==> src/rtl/spi_word_buf_pkg.sv <==
// Package: shared constants and types for the SPI channel word buffer.
// Assumes: five event sources; the bit order is visible in irq_status.
package spi_word_buf_pkg;
    localparam int IRQW       = 5;
    localparam int IRQ_TX_LOW = 0;
    localparam int IRQ_TX_UND = 1;
    localparam int IRQ_RX_HIGH = 2;
    localparam int IRQ_RX_OVF = 3;
    localparam int IRQ_EOW    = 4;

    typedef logic [IRQW-1:0] irq_vec_t;
endpackage

==> src/rtl/wbuf_queue.sv <==
// Module: wbuf_queue
// A first-word-fall-through word queue. With buf_en high it holds DEPTH words.
// With buf_en low it acts as one holding register.
// Assumes: a push to a full queue and a pop from an empty queue are dropped.
// Fullness is judged before a pop in the same cycle, so push and pop on a
// full queue accept only the pop.
module wbuf_queue #(
    parameter int DW    = 16,
    parameter int DEPTH = 8,
    localparam int PW   = (DEPTH > 1) ? $clog2(DEPTH) : 1,
    localparam int CW   = $clog2(DEPTH + 1)
) (
    input  logic          clk,
    input  logic          rst_n,
    input  logic          buf_en,
    input  logic          push,
    input  logic [DW-1:0] push_data,
    input  logic          pop,
    output logic [DW-1:0] head,
    output logic          empty,
    output logic          full,
    output logic [CW-1:0] count
);
    logic [DW-1:0] mem [DEPTH];
    logic [PW-1:0] wr_ptr, rd_ptr, wr_nxt, rd_nxt;
    logic [CW-1:0] cap;
    logic          push_ok, pop_ok;

    assign cap     = buf_en ? CW'(DEPTH) : CW'(1);
    assign empty   = (count == '0);
    assign full    = (count >= cap);
    assign push_ok = push && !full;
    assign pop_ok  = pop && !empty;
    assign head    = mem[rd_ptr];

    // Pointer advance: a power-of-two depth wraps naturally, otherwise compare.
    generate
        if (DEPTH == (1 << PW)) begin : g_pow2
            assign wr_nxt = wr_ptr + PW'(1);
            assign rd_nxt = rd_ptr + PW'(1);
        end else begin : g_wrap
            assign wr_nxt = (wr_ptr == PW'(DEPTH - 1)) ? '0 : wr_ptr + PW'(1);
            assign rd_nxt = (rd_ptr == PW'(DEPTH - 1)) ? '0 : rd_ptr + PW'(1);
        end
    endgenerate

    // Storage write on an accepted push.
    always_ff @(posedge clk) begin
        if (push_ok) mem[wr_ptr] <= push_data;
    end

    // Pointer and occupancy bookkeeping.
    always_ff @(posedge clk) begin
        if (!rst_n) begin
            wr_ptr <= '0;
            rd_ptr <= '0;
            count  <= '0;
        end else begin
            if (push_ok) wr_ptr <= wr_nxt;
            if (pop_ok)  rd_ptr <= rd_nxt;
            case ({push_ok, pop_ok})
                2'b10:   count <= count + CW'(1);
                2'b01:   count <= count - CW'(1);
                default: count <= count;
            endcase
        end
    end
endmodule

==> src/rtl/wbuf_word_counter.sv <==
// Module: wbuf_word_counter
// Counts finished words and pulses eow when the programmed total is reached.
// It then restarts from zero.
// Assumes: a total of zero disables counting and holds the count at zero.
module wbuf_word_counter #(
    parameter int CNTW = 16
) (
    input  logic            clk,
    input  logic            rst_n,
    input  logic            word_done,
    input  logic [CNTW-1:0] word_total,
    output logic            eow
);
    logic [CNTW-1:0] done_cnt;
    logic [CNTW:0]   cnt_inc;
    logic            active;

    assign active  = (word_total != '0);
    assign cnt_inc = {1'b0, done_cnt} + (CNTW + 1)'(1);
    assign eow     = active && word_done && (cnt_inc >= {1'b0, word_total});

    // Running count of words in the current transfer.
    always_ff @(posedge clk) begin
        if (!rst_n || !active) begin
            done_cnt <= '0;
        end else if (word_done) begin
            done_cnt <= eow ? '0 : cnt_inc[CNTW-1:0];
        end
    end
endmodule

==> src/rtl/wbuf_irq.sv <==
// Module: wbuf_irq
// Sticky event bits with write-one-to-clear and an enable-masked output.
// Assumes: an event in the same cycle as a clear wins.
module wbuf_irq
    import spi_word_buf_pkg::*;
(
    input  logic     clk,
    input  logic     rst_n,
    input  irq_vec_t events,
    input  irq_vec_t clr,
    input  irq_vec_t en,
    output irq_vec_t status,
    output logic     irq
);
    // Hold events until cleared; set has priority over clear.
    always_ff @(posedge clk) begin
        if (!rst_n) status <= '0;
        else        status <= (status & ~clr) | events;
    end

    assign irq = |(status & en);
endmodule

==> src/rtl/spi_word_buf.sv <==
// Module: spi_word_buf (top)
// Transmit and receive word queues for one SPI channel, with level requests,
// transfer word counting, and underflow and overflow detection feeding the
// interrupt status.
// Assumes: configuration inputs are static while words are in flight.
module spi_word_buf
    import spi_word_buf_pkg::*;
#(
    parameter int DW    = 16,
    parameter int DEPTH = 8,
    parameter int LVLW  = 8,
    parameter int CNTW  = 16
) (
    input  logic            clk,
    input  logic            rst_n,
    input  logic            tx_queue_on,
    input  logic            rx_queue_on,
    input  logic            slave_mode,
    input  logic [LVLW-1:0] tx_low_mark,
    input  logic [LVLW-1:0] rx_high_mark,
    input  logic [CNTW-1:0] xfer_words,
    input  logic            host_wr_en,
    input  logic [DW-1:0]   host_wr_data,
    input  logic            host_rd_en,
    output logic [DW-1:0]   host_rd_data,
    input  logic            eng_tx_req,
    output logic [DW-1:0]   eng_tx_data,
    input  logic            eng_rx_push,
    input  logic [DW-1:0]   eng_rx_data,
    input  logic            eng_word_done,
    output logic            tx_empty,
    output logic            tx_full,
    output logic            rx_empty,
    output logic            rx_full,
    output logic            tx_level_req,
    output logic            rx_level_req,
    input  logic [IRQW-1:0] irq_enable,
    input  logic [IRQW-1:0] irq_clear,
    output logic [IRQW-1:0] irq_status,
    output logic            irq_out
);
    localparam int CW = $clog2(DEPTH + 1);
    localparam int MW = (CW > LVLW) ? CW : LVLW;

    logic [CW-1:0] tx_cnt, rx_cnt;
    logic          eow;
    irq_vec_t      events;

    wbuf_queue #(.DW(DW), .DEPTH(DEPTH)) u_txq (
        .clk(clk), .rst_n(rst_n), .buf_en(tx_queue_on),
        .push(host_wr_en), .push_data(host_wr_data),
        .pop(eng_tx_req), .head(eng_tx_data),
        .empty(tx_empty), .full(tx_full), .count(tx_cnt)
    );

    wbuf_queue #(.DW(DW), .DEPTH(DEPTH)) u_rxq (
        .clk(clk), .rst_n(rst_n), .buf_en(rx_queue_on),
        .push(eng_rx_push), .push_data(eng_rx_data),
        .pop(host_rd_en), .head(host_rd_data),
        .empty(rx_empty), .full(rx_full), .count(rx_cnt)
    );

    wbuf_word_counter #(.CNTW(CNTW)) u_cnt (
        .clk(clk), .rst_n(rst_n), .word_done(eng_word_done),
        .word_total(xfer_words), .eow(eow)
    );

    // Level requests compare occupancy against the programmed marks.
    always_comb begin
        tx_level_req = (MW'(tx_cnt) <= MW'(tx_low_mark));
        rx_level_req = (MW'(rx_cnt) >= MW'(rx_high_mark));
    end

    // Gather event sources into their status bit positions.
    always_comb begin
        events              = '0;
        events[IRQ_TX_LOW]  = tx_level_req;
        events[IRQ_TX_UND]  = eng_tx_req && tx_empty;
        events[IRQ_RX_HIGH] = rx_level_req;
        events[IRQ_RX_OVF]  = eng_rx_push && rx_full && slave_mode;
        events[IRQ_EOW]     = eow;
    end

    wbuf_irq u_irq (
        .clk(clk), .rst_n(rst_n), .events(events), .clr(irq_clear),
        .en(irq_enable), .status(irq_status), .irq(irq_out)
    );
endmodule

==> config.mk <==
export PLATFORM = sky130hd
export DESIGN_NAME = spi_word_buf
export DESIGN_NICKNAME = d
export VERILOG_FILES = /design/src/rtl/spi_word_buf_pkg.sv /design/src/rtl/wbuf_queue.sv /design/src/rtl/wbuf_word_counter.sv /design/src/rtl/wbuf_irq.sv /design/src/rtl/spi_word_buf.sv
export SDC_FILE = /design/constraint.sdc
export NUM_CORES = 1
export LEC_CHECK = 0
export ABC_AREA = 1
export BUFFER_PORTS_ARGS = -buffer_cell sky130_fd_sc_hd__clkbuf_2
export CAP_MARGIN = 20
export CORE_MARGIN = 2
export CORE_UTILIZATION = 60
export CTS_BUF_LIST = sky130_fd_sc_hd__clkbuf_8
export DETAILED_ROUTE_END_ITERATION = 10
export PLACE_DENSITY = 0.79
export SLEW_MARGIN = 20
export SYNTH_ARGS = -nofsm -noshare
export SYNTH_HDL_FRONTEND = slang
export SYNTH_SLANG_ARGS = --single-unit
==> constraint.sdc <==
create_clock -name clk -period 3.45 [get_ports clk]
set_input_delay 0.345 -clock clk [delete_from_list [all_inputs] [get_ports clk]]
set_output_delay 0.345 -clock clk [all_outputs]
set_load 0.1 [all_outputs]
==> results.md <==
* Status: finished clean
* Share of cells above drive strength 1 at 0.172
* Final Wtd Congestion at 0.836
* Post-CTS Hold Buffers at 0
* Via density at 5.47
* Final nets at 1517
* RSZ-0062 raised after global routing: no
* Area growth syn-to-layout at 13.9%
* Initial DRC Count at 820
* Critical Path AT at 2.87 ns
* Number of post-CTS setup repair buffers at 0
* Cell count after synthesis at 1238
* Crit Path Max Fanout at 34
* Post-route ant nets at 0
* DRC at 0
* DIE AREA at 23200 µm²
* Hold_sp: irq_clear[1]
* Die W at 152 µm
* Largest net degree at the start of global routing at 45
* Setup Viol. Count Final at 0
* Worst Hold Depth at 4
* Reg-to-reg critical path endpoint: u_rxq.count[3]
* Max-cap violation count at 0
* Num rows at 54
* Path type of the worst setup path: flip-flop to primary output
* Die Y at 152 µm
* Detailed Route WL at 27000 µm
* Global route overflow at 0
* TritonCTS Buffers at 47
* Max VDD drop at 0.898 mV
* Hold worst-path end: u_irq.status[1]
* Pleak at 5.97 nW
* Initial antenna violation count at 0
* GRT Resource Usage Total at 0.235
* Dpl ws at 0.651 ns
* Primary FF master, synth: edfxtp_1
* WL per Instance at 15.8 µm
* Antenna diodes at 0
* Mapped Area at 13200 µm²
* Detailed-route via count at 9331
* Final worst path period share at 0.931
* Hold Crit Class: primary input to flip-flop
* Initial core utilization at 0.609
* Clk slew on worst S/H paths at 0.06 ns
* Clk_skew at 0.0126 ns
* First-pass GRT wire length at 44300 µm
* Worst r2r path cells at 16
* Clk_lat worst skew at 0.55 ns
* Drt pass-1 iters at 5
* Synth Warn # at 0
* CTS Buffer Depth at 3
* Root buf cell: clkbuf_8
* Buffers on Ports at 127
* FFs w/ async S/R, synth at 0
* CTS tree: built
* Core Region at 21700 µm²
* Sequential fraction of the synthesis area at 0.653
* Hold Vio Cnt, Final at 0
* Critical path launch point type: flip-flop
* PnR worst setup slack at 0.239 ns
* Internal reg-to-reg setup slack at 0.62 ns
* Post-synth cell types at 37
* Final Max Slew Viols at 0
* Nature of the critical path endpoint: primary output
* Slew Limit Headroom at 0.495
* Fmax at 0.311 GHz
* Critical path required time at 3.11 ns
* Syn_nets at 1363
* Yosys reg bits at 303
* Number of synthesized flops with an enable pin at 256
* Post-Syn Area per Cell at 10.7 µm²
* R2R Path Start: u_rxq.count[0]
* Clock Sink Count at 303
* Worst-margin pin slew at 0.755 ns
* Vias in the first global route at 9036
* H-Tree Depth at 2
* PostCTS Resize Cnt at 0
* I/O pin count at 128
* Min Tclk post-route at 3.21 ns
* DP HPWL at 16400 µm
* Pwr/cell area at 798 nW/µm²
* Post-route setup TNS at 0 ns
[registers in the layout, indices dropped and copies added (netlist names), named ones only]
signal          flops
u_rxq.mem         128
u_cnt.done_cnt     16
u_irq.status        5
u_txq.mem         128
u_txq.wr_ptr        3
u_rxq.count         4
u_rxq.wr_ptr        3
u_txq.rd_ptr        3
u_txq.count         4
u_rxq.rd_ptr        3
[power by group]
| part | switching, mW | internal (mW) |
|---|---|---|
| Sequential | 0.168 | 4.26 |
| Clock | 1.31 | 1.37 |
| Combinational | 3.89 | 1.01 |
| Total | 5.37 | 6.64 |
[how the worst max path moves through the flow]
stage / cells after the start / endpoint / slack (ns) / start
global route: 6 / host_rd_data[1] / 0.07 / flip-flop
floorplan: 14 / u_txq.count[3] / 0.1 / u_txq.count[1]
CTS: 6 / host_rd_data[1] / 0.27 / flip-flop
global placement: 15 / u_txq.count[3] / 0.78 / tx_queue_on
detailed placement: 16 / u_rxq.count[3] / 0.65 / u_rxq.count[0]
finish: 6 / host_rd_data[1] / 0.24 / flip-flop
[cell usage after synthesis, types with 2 or more instances]
library cell | number | area [µm²]
nor2_1 | 291 | 1090
edfxtp_1 | 256 | 7690
o21ai_0 | 142 | 711
nand2_1 | 111 | 417
inv_1 | 109 | 409
dfxtp_1 | 47 | 941
clkbuf_1 | 42 | 158
a21oi_1 | 39 | 195
ha_1 | 39 | 488
a31oi_1 | 32 | 200
o22ai_1 | 32 | 200
nand3_1 | 15 | 75.1
nand2_2 | 12 | 75.1
a21oi_2 | 10 | 87.6
nand4_1 | 9 | 56.3
nor3_1 | 7 | 35.0
o21ai_1 | 7 | 35.0
xor2_1 | 7 | 61.3
clkbuf_8 | 4 | 55.1
nor4_1 | 3 | 18.8
xnor2_1 | 3 | 26.3
buf_1 | 2 | 7.51
buf_2 | 2 | 10.0
fa_1 | 2 | 40.0
inv_2 | 2 | 7.51
nand2_4 | 2 | 22.5
[cells by family (layout without fill, tap and decap cells)]
family                     after synthesis  in the layout  synth area share
and+or+nand+nor                        454            454             0.138
DFF                                    303            303             0.653
AOI/OAI and AO/OA                      267            267             0.111
buffers and inverters                  163            352            0.0513
adders and majority gates               41             41            0.0400
xor gates and xnor gates                10             10           0.00663
[metal layers]
| layer | track usage | wire length (µm) | vias to the layer above |
|---|---|---|---|
| li1 | - | - | 4597 |
| met5 | 0 | 0 | - |
| met2 | 0.389 | 13000 | 297 |
| met1 | 0.324 | 11800 | 4396 |
| met4 | 0.0717 | 486 | 0 |
| met3 | 0.0367 | 1680 | 41 |
[area by class of cell]
cell class	count	area [µm²]
flip-flops and latches	303	8630
fillers	1569	6630
multi-input cells	772	3930
repair buffers	157	893
clock buffers	48	661
inverters	111	417
well taps	280	350
clock inverters	36	178
[critical path, stage by stage, from the launching register on]
cell and delay (ns):
dfxtp_2 0.72, buf_4 0.45, o21ai_0 0.15, o22ai_1 0.18, nor2_1 0.06, a31oi_1 0.23
clkbuf_2 0.50
[stage by stage]
step           hold WS (ns)  power (mW)  std cells  area [µm²]  utilization
2_1_floorplan         0.433        8.40       1238       13200            -
3_3_place_gp          0.449        9.31       1623       14200        0.656
3_5_place_dp          0.457        9.40       1623       14200        0.656
4_1_cts              0.0159        12.1       1707       15100        0.694
5_1_grt              0.0421        12.6       1707       15100        0.694
6_report             0.0479        12.0       1707       15100        0.694
[placed cells by master, fill, tap and decap left out, drive strengths merged, types with 2 or more instances in the layout]
master,instances
o22ai,32
nor2,293
edfxtp,256
nand3,15
nand2,125
dfxtp,47
clkinv,12
nor4,3
inv,134
clkbuf,172
xnor2,3
buf,33
a21oi,49
nor3,7
fa,2
ha,39
a31oi,32
o21ai,149
xor2,7
nand4,9
No activity file was read; power rests on OpenSTA's default activity.
